<file path="config.mk">
export PLATFORM = sky130hd
export DESIGN_NAME = uart_cts_tx
export DESIGN_NICKNAME = d
export VERILOG_FILES = /design/src/rtl/uart_cts_tx_pkg.sv /design/src/rtl/uart_baud_tick.sv /design/src/rtl/uart_cts_sync.sv /design/src/rtl/uart_tx_fsm.sv /design/src/rtl/uart_cts_tx.sv
export SDC_FILE = /design/constraint.sdc
export NUM_CORES = 1
export LEC_CHECK = 0
export BUFFER_PORTS_ARGS = -buffer_cell sky130_fd_sc_hd__buf_2
export CORE_MARGIN = 1.5
export CORE_UTILIZATION = 25
export DETAILED_ROUTE_END_ITERATION = 16
export PLACE_DENSITY = 0.51
export SYNTH_ARGS = -nofsm -noshare
export SYNTH_HDL_FRONTEND = slang
export SYNTH_SLANG_ARGS = --single-unit
</file>
<file path="constraint.sdc">
create_clock -name clk_i -period 3.6 [get_ports clk_i]
set_input_delay 0.72 -clock clk_i [delete_from_list [all_inputs] [get_ports clk_i]]
set_output_delay 0.72 -clock clk_i [all_outputs]
set_load 0.02 [all_outputs]
</file>
<file path="src/rtl/uart_cts_tx_pkg.sv">
package uart_cts_tx_pkg;
  typedef enum logic [2:0] {
    ST_IDLE, ST_LEAD, ST_HOLD, ST_START, ST_DATA, ST_PAR, ST_STOP, ST_TAIL
  } tx_state_e;

  localparam logic [1:0] PAR_NONE = 2'd0;
  localparam logic [1:0] PAR_EVEN = 2'd1;
  localparam logic [1:0] PAR_ODD  = 2'd2;
endpackage

</file>
<file path="src/rtl/uart_baud_tick.sv">
module uart_baud_tick #(
  parameter int DIV_W = 16
) (
  input  logic             clk_i,
  input  logic             rst_ni,
  input  logic             load_i,
  input  logic [DIV_W-1:0] div_i,
  output logic             tick_o
);
  logic [DIV_W-1:0] cnt_q;

  assign tick_o = (cnt_q == '0);

  always_ff @(posedge clk_i or negedge rst_ni) begin
    if (!rst_ni)          cnt_q <= '0;
    else if (load_i)      cnt_q <= div_i;
    else if (cnt_q == '0) cnt_q <= div_i;
    else                  cnt_q <= cnt_q - 1'b1;
  end
endmodule

</file>
<file path="src/rtl/uart_cts_sync.sv">
module uart_cts_sync #(
  parameter int STAGES = 2
) (
  input  logic clk_i,
  input  logic rst_ni,
  input  logic async_i,
  output logic sync_o
);
  logic [STAGES-1:0] ff_q;

  for (genvar g = 0; g < STAGES; g++) begin : g_stage
    if (g == 0) begin : g_first
      always_ff @(posedge clk_i or negedge rst_ni) begin
        if (!rst_ni) ff_q[0] <= 1'b0;
        else         ff_q[0] <= async_i;
      end
    end else begin : g_next
      always_ff @(posedge clk_i or negedge rst_ni) begin
        if (!rst_ni) ff_q[g] <= 1'b0;
        else         ff_q[g] <= ff_q[g-1];
      end
    end
  end

  assign sync_o = ff_q[STAGES-1];
endmodule

</file>
<file path="src/rtl/uart_tx_fsm.sv">
module uart_tx_fsm
  import uart_cts_tx_pkg::*;
#(
  parameter int DATA_W = 8,
  localparam int IDX_W = (DATA_W > 1) ? $clog2(DATA_W) : 1
) (
  input  logic              clk_i,
  input  logic              rst_ni,
  input  logic              tick_i,
  input  logic              cts_i,
  input  logic [1:0]        par_mode_i,
  input  logic [DATA_W-1:0] data_i,
  input  logic              valid_i,
  output logic              ready_o,
  output logic              load_o,
  output logic              tx_o,
  output logic              active_o,
  output tx_state_e         state_o
);
  localparam logic [IDX_W-1:0] LAST_IDX = IDX_W'(DATA_W - 1);

  tx_state_e         st_q, st_d;
  logic [DATA_W-1:0] sh_q;
  logic [IDX_W-1:0]  idx_q;
  logic              par_bit_q, par_en_q;
  logic              accept;

  assign ready_o  = (st_q == ST_IDLE) || (st_q == ST_TAIL);
  assign accept   = ready_o && valid_i;
  assign active_o = (st_q != ST_IDLE);
  assign state_o  = st_q;

  always_comb begin
    st_d   = st_q;
    load_o = 1'b0;
    unique case (st_q)
      ST_IDLE:  if (valid_i) begin st_d = ST_LEAD; load_o = 1'b1; end
      ST_LEAD:  if (tick_i) st_d = ST_HOLD;
      // go/no-go taken only here, in the launch clock
      ST_HOLD:  if (cts_i) begin st_d = ST_START; load_o = 1'b1; end
      ST_START: if (tick_i) st_d = ST_DATA;
      ST_DATA:  if (tick_i && idx_q == LAST_IDX) st_d = par_en_q ? ST_PAR : ST_STOP;
      ST_PAR:   if (tick_i) st_d = ST_STOP;
      ST_STOP:  if (tick_i) st_d = ST_TAIL;
      ST_TAIL:  if (valid_i) st_d = ST_HOLD;
                else if (tick_i) st_d = ST_IDLE;
      default:  st_d = ST_IDLE;
    endcase
  end

  always_ff @(posedge clk_i or negedge rst_ni) begin
    if (!rst_ni) begin
      st_q      <= ST_IDLE;
      sh_q      <= '0;
      idx_q     <= '0;
      par_bit_q <= 1'b0;
      par_en_q  <= 1'b0;
    end else begin
      st_q <= st_d;
      if (accept) begin
        sh_q      <= data_i;
        par_en_q  <= (par_mode_i == PAR_EVEN) || (par_mode_i == PAR_ODD);
        par_bit_q <= (^data_i) ^ (par_mode_i == PAR_ODD);
      end else if (st_q == ST_DATA && tick_i) begin
        sh_q  <= sh_q >> 1;
        idx_q <= idx_q + 1'b1;
      end
      if (st_q == ST_START) idx_q <= '0;
    end
  end

  always_comb begin
    unique case (st_q)
      ST_START: tx_o = 1'b0;
      ST_DATA:  tx_o = sh_q[0];
      ST_PAR:   tx_o = par_bit_q;
      default:  tx_o = 1'b1;
    endcase
  end
endmodule

</file>
<file path="src/rtl/uart_cts_tx.sv">
module uart_cts_tx
  import uart_cts_tx_pkg::*;
#(
  parameter int DATA_W = 8,
  parameter int DIV_W  = 16,
  parameter bit GEN_DE = 1'b1
) (
  input  logic              clk_i,
  input  logic              rst_ni,
  input  logic [DIV_W-1:0]  baud_div_i,
  input  logic [1:0]        par_mode_i,
  input  logic [DATA_W-1:0] data_i,
  input  logic              valid_i,
  output logic              ready_o,
  input  logic              cts_i,
  output logic              tx_o,
  output logic              de_o
);
  logic      tick, load, cts_sync, active;
  tx_state_e tx_state;

  uart_cts_sync #(.STAGES(2)) u_sync (
    .clk_i, .rst_ni, .async_i(cts_i), .sync_o(cts_sync)
  );

  uart_baud_tick #(.DIV_W(DIV_W)) u_baud (
    .clk_i, .rst_ni, .load_i(load), .div_i(baud_div_i), .tick_o(tick)
  );

  uart_tx_fsm #(.DATA_W(DATA_W)) u_fsm (
    .clk_i, .rst_ni,
    .tick_i(tick), .cts_i(cts_sync), .par_mode_i, .data_i, .valid_i,
    .ready_o, .load_o(load), .tx_o, .active_o(active), .state_o(tx_state)
  );

  if (GEN_DE) begin : g_de
    assign de_o = active;
  end else begin : g_no_de
    assign de_o = 1'b0;
  end
endmodule

</file>
==> impl_metrics.json <==
{
  "status": "complete, no violations",
  "synth.top_cell.area_share_pct": 44.59,
  "cts_tree": "yes",
  "grt_usage_pct": 10.37,
  "post_cts_buffers": 0,
  "dp_hpwl_um": 2801,
  "clkTransAtPathRegs_ns": 0.08,
  "vias_per_cell": 4.426,
  "drv_cap": 0,
  "combPwrFrac_pct": 35.6,
  "post-place-ws_ns": 1.481,
  "cts.sinks": 34,
  "finalWorstSetupSlack_ns": 1.292,
  "yosys_most_used_dff": "dfrtp_1",
  "synth_compound_area_share_pct": 13.51,
  "grt_pass1_wl_um": 6782,
  "utilization_pct": 30.74,
  "grt_pass1_vias": 1482,
  "routed_wl_um": 3819,
  "cts_made_buffers": 5,
  "p_leak_nw": 0.9797,
  "async_flop_share_pct": 100.0,
  "syn2layout_area_growth_pct": 18.10,
  "io_buffers": 32,
  "worstPathRequired_ns": 2.88,
  "clkLatencyLatePin_ns": 0.29,
  "ys_top_cells_by_count": "34 x dfrtp_1, 34 x nor2_1, 24 x a21oi_1, 16 x xnor2_1, 13 x nand2_1",
  "critPathTopFamily": "flip-flops",
  "grt_start_max_net_pins": 35,
  "grt_overflow": 0,
  "synthMuxAreaShare_pct": 5.574,
  "clockBufferDepth": 2,
  "synth_simple_gate_area_share_pct": 20.13,
  "seq_power_share_pct": 45.5,
  "io_pins": 33,
  "synthesis.nets": 237,
  "syn_area_mm2": 0.001908,
  "nets": 268,
  "critPathMaxFanout": 15,
  "fmax_mhz": 433.3,
  "start_util_pct": 26.03,
  "cp-start-kind": "register",
  "cts_resized": 0,
  "cp_num_buf_inv": 1,
  "switching_share_pct": 38.70,
  "dieArea_mm2": 0.008166,
  "design.core.area_mm2": 0.007331,
  "synth-seq-cells": 34,
  "cts_root_buf": "clkbuf_8",
  "yosys.area_share.xor_xnor_pct": 9.639,
  "use_met1_pct": 12.83,
  "synth_edf_count": 0,
  "p_int_mw": 0.9627,
  "setup_viol": 0,
  "crit_arrival_ns": 1.59,
  "clkPwrFrac_pct": 18.8,
  "irDropWorstVdd_mv": 0.1841,
  "min_period_ns": 2.308,
  "holdBufCountCts": 0,
  "worst_slew_pin_slew_ns": 0.7791,
  "power.switching_mw": 0.6077,
  "synth_area_leaders": "dfrtp_1 45%, xnor2_1 7.3%, nor2_1 6.7%",
  "route.detailed.drc": 0,
  "maxSlewViolCount": 0,
  "yosysWarningCount": 0,
  "top_usage_layer": "met2",
  "fin_setup_tns_ns": 0,
  "critical_path_class": "reg2out",
  "yosysUniqueCellTypes": 39,
  "avgSynthCellArea_um2": 9.446,
  "htree_levels": 2,
  "ys_seq_area_share_pct": 44.59,
  "slowest_delay_ns": 0.54,
  "wire_per_inst_um": 11.47,
  "skew_ns": 0.008606,
  "yosys.area.top_type": "dfrtp_1",
  "fp.dieH_um": 90.37,
  "min_path_type": "reg2reg",
  "vias": 1474,
  "use_met2_pct": 16.79,
  "gp_congestion": 0.8083,
  "antenna_found_initial": 0,
  "slew_headroom_pct": 48.06,
  "syn_inst": 202,
  "cp_slowest_cell": "dfrtp_1",
  "use_met3_pct": 2.694,
  "fill_cells": 783,
  "antenna_cells": 0,
  "rsz0062_at_grt": "false",
  "die_w_um": 90.37,
  "period_share_pct": 64.11,
  "drt_pre_antenna_iters": 4,
  "detail-route-antenna-nets": 0,
  "layout-drive-gt1-share_pct": 21.79,
  "drtIter0Drc": 105,
  "hold_viol": 0,
  "synth_top_family_by_area": "simple AND/OR/NAND/NOR gates",
  "power_density_mw_per_mm2": 696.9,
  "crit_chain": "nor3_1 > a21o_1 > buf_2",
  "rows": 31,
  "synthAdderAreaFrac_pct": 3.279,
  "end_kind": "output pin"
}
power by group through the flow:
| stage | combinational, mW | clock, mW | sequential, mW |
|---|---|---|---|
| global placement | 0.564 | 0 | 0.723 |
| floorplan | 0.488 | 0 | 0.663 |
| detailed placement | 0.570 | 0 | 0.721 |
| global route | 0.637 | 0.327 | 0.742 |
| finish | 0.559 | 0.296 | 0.715 |
| CTS | 0.571 | 0.304 | 0.715 |
metal layers:
| layer | up-vias | part of all wire, % |
|---|---|---|
| li1 | 761 | - |
| met1 | 678 | 46 |
| met2 | 29 | 48 |
| met3 | 6 | 4.0 |
| met4 | 0 | 1.9 |
| met5 | - | 0 |
logic make-up (layout without fill, tap and decap cells):
logic type | Yosys count | after routing
compound gates | 43 | 43
xor+xnor | 21 | 21
fa+ha+maj | 5 | 5
buf+inv | 15 | 47
flops | 34 | 34
mux | 10 | 10
simple gates | 74 | 74
registers in the layout, indices dropped and copies added, names as in the netlist:
register	count
u_fsm.par_bit_q	1
u_sync.ff_q	1
u_fsm.idx_q	3
u_baud.cnt_q	16
u_fsm.sh_q	8
u_fsm.par_en_q	1
u_fsm.state_o	3
u_sync.sync_o	1
layout make-up:
class	instances	area, um^2	area share, %
flip-flops and latches	34	850.8	37.76
multi-input cells	153	997.2	44.25
well taps	99	123.9	5.497
repair buffers	33	167.7	7.440
clock buffers	7	86.33	3.831
clock inverters	1	5.005	0.2221
inverters	6	22.52	0.9994
worst paths after layout:
path,startpoint,endpoint,slack (ns),cells after the start
min,u_sync.ff_q[0],u_sync.sync_o,0.37,0
min in group asynchronous,rst_ni,u_baud.cnt_q[11],0.51,1
max,u_fsm.state_o[2],ready_o,1.29,3
max reg2reg,u_baud.cnt_q[0],u_baud.cnt_q[3],1.48,8
max in group asynchronous,rst_ni,u_fsm.par_bit_q,2.59,1
min reg2reg,u_sync.ff_q[0],u_sync.sync_o,0.37,0
worst register-to-register path, stage by stage, from the launching register on:
cell and delay, ns:
dfrtp_1 0.37, inv_1 0.09, ha_1 0.20, nor4b_1 0.14, and4_1 0.29, nor2_2 0.45
buf_4 0.32, nor2_1 0.06, a31oi_1 0.13
cell usage in the layout (no fill, tap or decap), drive strengths merged:
master / instances
mux2i: 8
and3: 1
a211oi: 1
nor4: 4
nor3: 8
a21bo: 1
o31ai: 2
o21ai: 6
nand2: 14
nor2b: 1
and4bb: 1
nor2: 34
nand4b: 1
ha: 5
clkinv: 1
xor2: 5
and4: 1
a21o: 2
dfrtp: 34
a21oi: 25
a31oi: 2
inv: 6
mux2: 2
a311oi: 1
o211ai: 1
nand4: 1
xnor2: 16
nand3: 3
o41ai: 1
and2: 2
nor4b: 2
a22o: 1
nor3b: 1
buf: 33
clkbuf: 7
per-stage QoR:
step	std cells	hold slack [ns]	cell area, um^2	total power, mW
after global routing	333	0.3921	2253	1.706
after detailed placement	325	0.3538	2162	1.291
after global placement	325	0.3389	2162	1.287
after floorplan	202	0.3312	1908	1.151
final	333	0.3688	2253	1.570
after CTS	333	0.3695	2253	1.590
Power figures use the tool's default switching activity.
